==> src/rtl/irqc_pkg.sv <==
package irqc_pkg;
    localparam int SRC_N   = 3;
    localparam int SRC_EXT = 0;
    localparam int SRC_TMR = 1;
    localparam int SRC_CHG = 2;

    typedef struct packed {
        logic             gie;
        logic [SRC_N-1:0] en;
        logic [SRC_N-1:0] flg;
    } irqc_state_t;
endpackage

==> src/rtl/irqc_sync.sv <==
module irqc_sync #(
    parameter int W      = 1,
    parameter int STAGES = 2
) (
    input  logic         clk,
    input  logic         rst_n,
    input  logic [W-1:0] din,
    output logic [W-1:0] dout
);
    logic [W-1:0] chain_d [STAGES];
    logic [W-1:0] chain_q [STAGES];

    always_comb begin
        chain_d[0] = din;
        for (int i = 1; i < STAGES; i++) chain_d[i] = chain_q[i-1];
    end

    for (genvar g = 0; g < STAGES; g++) begin : g_stage
        always_ff @(posedge clk or negedge rst_n) begin
            if (!rst_n) chain_q[g] <= '0;
            else        chain_q[g] <= chain_d[g];
        end
    end

    assign dout = chain_q[STAGES-1];
endmodule

==> src/rtl/irqc_rise.sv <==
module irqc_rise (
    input  logic clk,
    input  logic rst_n,
    input  logic s,
    output logic rise
);
    logic prev_d, prev_q;

    always_comb prev_d = s;

    always_ff @(posedge clk or negedge rst_n) begin
        if (!rst_n) prev_q <= 1'b0;
        else        prev_q <= prev_d;
    end

    assign rise = s & ~prev_q;


    rise_single_chk: assert property (@(posedge clk) disable iff (!rst_n)
        rise |=> !rise);
endmodule

==> src/rtl/irqc_chg_det.sv <==
module irqc_chg_det #(
    parameter int W = 4
) (
    input  logic         clk,
    input  logic         rst_n,
    input  logic [W-1:0] s,
    input  logic         port_rd,
    output logic         mismatch
);
    logic [W-1:0] cap_d, cap_q;

    always_comb begin
        cap_d = cap_q;
        if (port_rd) cap_d = s;
    end

    always_ff @(posedge clk or negedge rst_n) begin
        if (!rst_n) cap_q <= '0;
        else        cap_q <= cap_d;
    end

    assign mismatch = |(s ^ cap_q);


    chg_capture_chk: assert property (@(posedge clk) disable iff (!rst_n)
        (port_rd && $stable(s)) |=> !mismatch);
endmodule

==> src/rtl/irqc_ctrl.sv <==
module irqc_ctrl #(
    parameter int          SYNC_STAGES = 2,
    parameter int          CHG_W       = 4,
    parameter int          ADDR_W      = 16,
    parameter logic [15:0] VEC_ADDR    = 16'h0004
) (
    input  logic              clk,
    input  logic              rst_n,
    input  logic              ext_pin,
    input  logic              tmr_ovf,
    input  logic [CHG_W-1:0]  port_hi,
    input  logic              port_rd,
    input  logic              reg_wr,
    input  logic [7:0]        reg_wdata,
    output logic [7:0]        reg_rdata,
    input  logic              vec_ack,
    input  logic              reti,
    output logic              vec_req,
    output logic [ADDR_W-1:0] vec_addr
);
    import irqc_pkg::*;

    localparam int EN_LSB = 4;
    localparam int GIE_B  = 7;

    logic             ext_s;
    logic [CHG_W-1:0] port_s;
    logic             ext_rise;
    logic             chg_hit;
    logic [SRC_N-1:0] evt;

    irqc_sync #(.W(1), .STAGES(SYNC_STAGES)) i_ext_sync (
        .clk(clk), .rst_n(rst_n), .din(ext_pin), .dout(ext_s));

    irqc_sync #(.W(CHG_W), .STAGES(SYNC_STAGES)) i_port_sync (
        .clk(clk), .rst_n(rst_n), .din(port_hi), .dout(port_s));

    irqc_rise i_ext_rise (
        .clk(clk), .rst_n(rst_n), .s(ext_s), .rise(ext_rise));

    irqc_chg_det #(.W(CHG_W)) i_chg (
        .clk(clk), .rst_n(rst_n), .s(port_s), .port_rd(port_rd),
        .mismatch(chg_hit));

    always_comb begin
        evt          = '0;
        evt[SRC_EXT] = ext_rise;
        evt[SRC_TMR] = tmr_ovf;
        evt[SRC_CHG] = chg_hit;
    end

    irqc_state_t st_d, st_q;

    always_comb begin
        st_d = st_q;
        if (reg_wr) begin
            st_d.flg = reg_wdata[SRC_N-1:0];
            st_d.en  = reg_wdata[EN_LSB +: SRC_N];
            st_d.gie = reg_wdata[GIE_B];
        end
        st_d.flg = st_d.flg | evt;
        if (reti)    st_d.gie = 1'b1;
        if (vec_ack) st_d.gie = 1'b0;
    end

    always_ff @(posedge clk or negedge rst_n) begin
        if (!rst_n) st_q <= '0;
        else        st_q <= st_d;
    end

    assign reg_rdata = {st_q.gie, st_q.en, 1'b0, st_q.flg};
    assign vec_req   = st_q.gie & |(st_q.flg & st_q.en);
    assign vec_addr  = VEC_ADDR[ADDR_W-1:0];


    ack_clears_gie_chk: assert property (@(posedge clk) disable iff (!rst_n)
        vec_ack |=> !vec_req);


    reti_sets_gie_chk: assert property (@(posedge clk) disable iff (!rst_n)
        (reti && !vec_ack) |=> reg_rdata[GIE_B]);


    tmr_sets_flag_chk: assert property (@(posedge clk) disable iff (!rst_n)
        tmr_ovf |=> reg_rdata[SRC_TMR]);


    flag_sticky_chk: assert property (@(posedge clk) disable iff (!rst_n)
        !reg_wr |=> ((reg_rdata[SRC_N-1:0] & $past(reg_rdata[SRC_N-1:0]))
                     == $past(reg_rdata[SRC_N-1:0])));
endmodule

==> config.mk <==
export PLATFORM = sky130hd
export DESIGN_NAME = irqc_ctrl
export DESIGN_NICKNAME = d
export VERILOG_FILES = /design/src/rtl/irqc_pkg.sv /design/src/rtl/irqc_sync.sv /design/src/rtl/irqc_rise.sv /design/src/rtl/irqc_chg_det.sv /design/src/rtl/irqc_ctrl.sv
export SDC_FILE = /design/constraint.sdc
export NUM_CORES = 1
export LEC_CHECK = 0
export BUFFER_PORTS_ARGS = -buffer_cell sky130_fd_sc_hd__buf_2
export CELL_PAD_IN_SITES_DETAIL_PLACEMENT = 1
export CELL_PAD_IN_SITES_GLOBAL_PLACEMENT = 1
export CORE_UTILIZATION = 33
export DETAILED_ROUTE_END_ITERATION = 8
export PLACE_DENSITY = 0.83
export SYNTH_ARGS = -nofsm -noshare
export SYNTH_HDL_FRONTEND = slang
export SYNTH_SLANG_ARGS = --single-unit
==> constraint.sdc <==
create_clock -name clk -period 1.5 [get_ports clk]
set_clock_uncertainty 0.2 [all_clocks]
set_input_delay 0.225 -clock clk [delete_from_list [all_inputs] [get_ports clk]]
set_output_delay 0.225 -clock clk [all_outputs]
set_load 0.05 [all_outputs]
==> run_results.csv, run 1 <==
group,metric,value,unit
status,status,"finished with violations",
status,violations,"setup timing",
global_routing,grt_pass1_vias,546,
synthesis,synth-seq-cells,22,
clocking,clock_path_buffers,2,
synthesis,synth_top_family_by_area,"buffers and inverters",
layout,utilization,0.4867,
timing,finalMaxSlewViolations,0,
worst_hold_path,hold_end,"i_chg.cap_q[1]",
place,dp_hpwl,1130,um
setup_path,crit_path_max_fanout,2,
timing,finalCritPeriodShare,1.206,
clocking,cts_buffers,3,
synthesis,netlist_top_cells_area,"dfrtp_1, buf_4, mux2_2",
global_routing,grt_pass1_wl,2394,um
setup_path,start_kind,"flop",
setup_path,path_buf_inv,2,
synthesis,synth_edf_count,0,
clocking,cts_tree,"yes",
clocking,clk_pin_slew,0.11,ns
setup_path,cp.arrival,1.38,ns
clocking,htreeDepth,1,
layout,diodes,0,
global_routing,grt_max_degree,23,
power,p_leak,0.5961,nW
timing,finalHoldViolations,0,
timing,period_needed,1.809,ns
synthesis,synth.cell_area,905.9,um2
synthesis,yosysMostFrequentCell,"dfrtp_1",
clocking,clock_latency,0.30,ns
global_routing,antenna_found_initial,0,
layout,finalNetCount,134,
synthesis,async_flop_share,1.000,
setup_path,cp_slowest_cell,"dfrtp_2",
worst_hold_path,min_from,"port_rd",
worst_hold_path,hp-class,"in2reg",
setup_path,critPathTopFamily,"flip-flops",
global_routing,overflow,0,
floorplanning,ioPinCount,45,
routing,drtIter0Drc,8,
timing,fin_ws,-0.3088,ns
floorplanning,dieHeight,54.40,um
timing,max_freq,552.9,MHz
setup_path,rrSetupSlack,0.25,ns
synthesis,synth_xor_area_frac,0.03867,
routing,finalWirelength,1602,um
setup_path,r2r_end,"reg_rdata[1]",
power,peakVddDrop,631.4,uV
synthesis,synth.avg_cell_area,13.73,um2
routing,detail-route-antenna-nets,0,
routing,wire_per_inst,11.20,um
setup_path,critPathCaptureType,"output port",
setup_path,r2r-start,"reg_rdata[1]",
setup_path,critPathKind,"reg2out",
layout,drive_gt1_frac,0.4248,
global_routing,grt_usage,0.1240,
synthesis,ys.flop_type,"dfrtp_1",
layout,design_area,1239,um2
synthesis,synthAdderAreaFrac,0,
routing,first_pass_iters,4,
setup_path,crit_path_cell_trace,"a222oi_1 > buf_4 > nor2b_4 > buf_8",
place,gp_congestion,0.5889,
timing,hold_ws,0.03458,ns
synthesis,synth.largest_area_cell,"dfrtp_1",
synthesis,synth_compound_area_frac,0.04006,
synthesis,synth_mux_area_frac,0.1091,
place,placed_cell_area,1035,um2
setup_path,reg2reg_depth,3,
synthesis,ys_types,18,
synthesis,synth_top_area_frac,0.6077,
setup_path,worstPathRequired,1.07,ns
synthesis,synthSimpleGateAreaFrac,0.03867,
synthesis,synthTopCellsByCount,"dfrtp_1, buf_4, mux2_2",
routing,vias,590,
synthesis,yosysWarningCount,0,
synthesis,yosysSeqAreaShare,0.6077,
layout,syn_to_final_growth,36.74,%
floorplanning,die_area,2959,um2
clocking,root_buffer,"clkbuf_4",
routing,viasPerCell,4.126,
floorplanning,core,2545,um2
power,cellPowerDensity,1013,nW/um2
setup_path,slowest_delay,0.42,ns
flow_run,drv_cap,0,
worst_hold_path,hold_depth,2,
floorplanning,die_w,54.40,um
clocking,clock-sinks,22,
floorplanning,rows,18,
timing,rsz0062_at_grt,"true",
floorplanning,start_util,0.3559,
timing,setup_viol,1,
place,io_buffers,26,
synthesis,synthCells,66,
timing,setup-tns-final,-0.3088,ns
routing,drc,0,
[cell families (layout without fill, tap and decap cells)]
kind of cell	after synthesis	after routing
compound gates	4	4
mux	9	9
xor+xnor	4	4
buf+inv	19	51
simple gates	6	6
flops	22	22
other cells	2	17
[layer usage]
layer / GRT usage / wire length [um] / vias to the layer above
met5: 0 / 0 / -
li1: - / - / 275
met4: 0.08974 / 31 / 0
met1: 0.1338 / 645 / 286
met2: 0.2134 / 853 / 25
met3: 0.02500 / 71 / 4
[area by class of cell]
type / count / area [um2]
fill: 270 / 1306
sequential: 22 / 556.8
timing repair buffer: 46 / 337.8
multi-input combinational: 40 / 276.5
tap: 30 / 37.54
clock buffer: 4 / 26.28
inverter: 1 / 3.754
[registers in the layout, indices dropped and copies added (netlist names)]
signal and count:
i_ext_rise.prev_q 1, i_port_sync.chain_d 4, i_ext_sync.dout 1, i_ext_sync.chain_d 1, i_chg.cap_q 4, i_port_sync.dout 4
reg_rdata 7
[cell usage in the layout, fill, tap and decap left out, drive strengths merged, types with 2 or more instances in the layout]
cell / count
mux2: 7
xor2: 3
conb: 17
buf: 30
dfrtp: 22
clkbuf: 4
mux2i: 2
dlygate4sd3: 16
nor2b: 3
[metrics by stage]
step	std cells	setup slack [ns]	power, W
floorplan	81	-0.07865	0.0009160
global placement	123	-0.04332	0.0009518
detailed placement	123	-0.03433	0.0009621
CTS	143	-0.3379	0.001265
global route	143	-0.3797	0.001315
finish	143	-0.3088	0.001255
[report_power, final]
group	internal, W	switching [W]
logic	0.000116	0.000217
registers	0.000635	0.0000233
clock network	0.000104	0.000160
total	0.000855	0.000400
[worst max-delay path by stage]
stage | startpoint | to | slack (ns) | depth (start not counted)
3_5_place_dp | reg_rdata[4] | vec_req | -0.03 | 4
6_report | reg_rdata[4] | vec_req | -0.31 | 4
4_1_cts | reg_rdata[0] | vec_req | -0.34 | 4
5_1_grt | reg_rdata[4] | vec_req | -0.38 | 4
3_3_place_gp | reg_rdata[4] | vec_req | -0.04 | 4
2_1_floorplan | reg_rdata[4] | vec_req | -0.08 | 2
[what timing repair did]
action / in CTS / in global routing
pin swaps: 1 / 1
setup endpoints to repair: 1 / 4
hold buffers: 16 / 0
setup buffers: 0 / 0
resized for setup: 2 / 7
endpoints found under the hold margin: 34 / 0
gates cloned: 0 / 0
Power figures use the tool's default switching activity.
==> inputs of run 2 (changes only) <==
--- a/config.mk
+++ b/config.mk
@@ -8,9 +8,9 @@
 export BUFFER_PORTS_ARGS = -buffer_cell sky130_fd_sc_hd__buf_2
 export CELL_PAD_IN_SITES_DETAIL_PLACEMENT = 1
 export CELL_PAD_IN_SITES_GLOBAL_PLACEMENT = 1
-export CORE_UTILIZATION = 33
+export CORE_UTILIZATION = 36
 export DETAILED_ROUTE_END_ITERATION = 8
-export PLACE_DENSITY = 0.83
+export PLACE_DENSITY = 0.89
 export SYNTH_ARGS = -nofsm -noshare
 export SYNTH_HDL_FRONTEND = slang
 export SYNTH_SLANG_ARGS = --single-unit
==> constraint.sdc (replaced) <==
create_clock -name clk -period 2.2 [get_ports clk]
set_clock_uncertainty 0.2 [all_clocks]
set_input_delay 0.33 -clock clk [delete_from_list [all_inputs] [get_ports clk]]
set_output_delay 0.33 -clock clk [all_outputs]
set_load 0.05 [all_outputs]
==> run 2 against run 1 <==
The flow now finishes without violations. Sequential power is 32% lower. Count of clock-buffer cells in the layout unchanged. Wire length is 12% lower. Sequential cell count is the same. First-iteration DRC count shrank 50%. Critical endpoint unchanged.
==> run_results.csv, run 2 (synthesis results as in run 1) <==
group,metric,value,unit
layout,seqCellArea,550.5,um2
timing,setup_viol,0,
routing,vias,532,
timing,period_needed,1.903,ns
layout,syn_to_final_growth,21.96,%
place,io_buffers,26,
clocking,root_buffer,"clkbuf_4",
worst_hold_path,hold_end,"reg_rdata[1]",
setup_path,rrSetupSlack,1.05,ns
global_routing,grt_pass1_wl,2235,um
clocking,cts_tree,"yes",
floorplanning,core,2297,um2
routing,drtIter0Drc,4,
clocking,clock_latency,0.31,ns
flow_run,drv_cap,0,
worst_hold_path,hp-class,"in2reg",
power,peakVddDrop,388.2,uV
floorplanning,die_w,52.16,um
setup_path,reg2reg_depth,2,
status,status,"finished, final reports clean",
power,cellPowerDensity,776.6,nW/um2
floorplanning,start_util,0.3943,
setup_path,worstPathRequired,1.67,ns
place,dp_hpwl,1012,um
timing,finalMaxSlewViolations,0,
routing,wire_per_inst,10.93,um
global_routing,antenna_found_initial,0,
floorplanning,dieHeight,52.16,um
worst_hold_path,min_from,"reg_wdata[1]",
place,gp_congestion,0.6356,
layout,final_cell_mix,"buf_2, dfrtp_1, conb_1",
setup_path,r2r_end,"reg_rdata[1]",
global_routing,grt_usage,0.1180,
global_routing,overflow,0,
global_routing,grt_pass1_vias,546,
routing,detail-route-antenna-nets,0,
floorplanning,rows,17,
routing,viasPerCell,4.124,
worst_hold_path,hold_depth,2,
clocking,clock-sinks,22,
routing,drc,0,
routing,finalWirelength,1410,um
timing,finalHoldViolations,0,
clocking,htreeDepth,1,
clocking,clock_path_buffers,2,
clocking,clk_pin_slew,0.12,ns
setup_path,start_kind,"flop",
floorplanning,die_area,2721,um2
setup_path,critPathKind,"reg2out",
power,p_leak,0.5435,nW
global_routing,grt_max_degree,23,
timing,setup-tns-final,0,ns
timing,max_freq,525.5,MHz
layout,mostFrequentLayoutCell,"buf_2",
floorplanning,ioPinCount,45,
place,placed_cell_area,988.4,um2
setup_path,r2r-start,"reg_rdata[1]",
layout,multiInputGateArea,269.0,um2
clocking,postCtsSetupBuffers,0,
layout,finalNetCount,122,
layout,largest_register_ffs,7,
timing,rsz0062_at_grt,"false",
layout,drive_gt1_frac,0.3861,
timing,finalCritPeriodShare,0.8649,
clocking,cts_buffers,3,
setup_path,crit_path_max_fanout,3,
setup_path,cp.arrival,1.37,ns
routing,first_pass_iters,4,
setup_path,critPathCaptureType,"output port",
layout,num-fill-cells,253,
layout,design_area,1105,um2
layout,diodes,0,
run 2: cell types whose count changed in the layout (fill, tap and decap cells not counted):
cell,delta
buf_2,+4
buf_4,-7
buf_8,-1
clkbuf_1,-1
clkbuf_8,+1
dfrtp_1,+5
dfrtp_2,-5
dlygate4sd3_1,-8
nor2b_1,+1
nor2b_4,-1
run 2: power by group:
part | internal, W | switching [W]
logic | 0.0000535 | 0.000140
clock network | 0.000101 | 0.000115
registers | 0.000432 | 0.0000167
total | 0.000586 | 0.000272
run 2: routing by layer:
metal,vias up,part of all wire,routed length [um],global-route usage
li1,251,-,-,-
met1,243,0.40,558,0.1226
met3,2,0.10,143,0.02632
met5,-,0,0,0
met2,36,0.48,678,0.2094
met4,0,0.021,29,0.07895
run 2: worst max-delay path by stage:
stage / endpoint / start / slack, ns
6_report: vec_req / reg_rdata[0] / 0.30
5_1_grt: vec_req / reg_rdata[0] / 0.26
4_1_cts: vec_req / reg_rdata[0] / 0.29
3_5_place_dp: vec_req / reg_rdata[0] / 0.66
3_3_place_gp: vec_req / reg_rdata[0] / 0.68
2_1_floorplan: vec_req / reg_rdata[0] / 0.12
run 2: cell type report:
cell class                      count  area share
Tap cell                           28     0.03171
Inverter                            1    0.003398
Multi-Input combinational cell     40      0.2435
Timing Repair Buffer               34      0.1903
Clock buffer                        4     0.03284
Sequential cell                    22      0.4983
run 2: per-stage QoR:
stage | power (W) | utilization | cells | hold WS, ns | setup slack (ns)
2_1_floorplan | 0.0006200 | - | 81 | -0.1656 | 0.1243
3_3_place_gp | 0.0006339 | 0.4303 | 117 | 0.1023 | 0.6754
3_5_place_dp | 0.0006404 | 0.4303 | 117 | 0.1183 | 0.6596
4_1_cts | 0.0008703 | 0.4766 | 128 | 0.003768 | 0.2945
5_1_grt | 0.0009049 | 0.4809 | 129 | 0.02015 | 0.2581
6_report | 0.0008580 | 0.4809 | 129 | 0.04241 | 0.2971
run 2: timing repair:
item / 4_1_cts / 5_1_grt
hold endpoints to repair: 28 / 1
hold buffers: 7 / 1
gates resized for setup: 0 / 0
run 2: critical path: stages, from the launching register on:
cell      delay, ns
dfrtp_1        0.41
a222oi_1       0.37
nor2b_1        0.08
buf_2          0.22
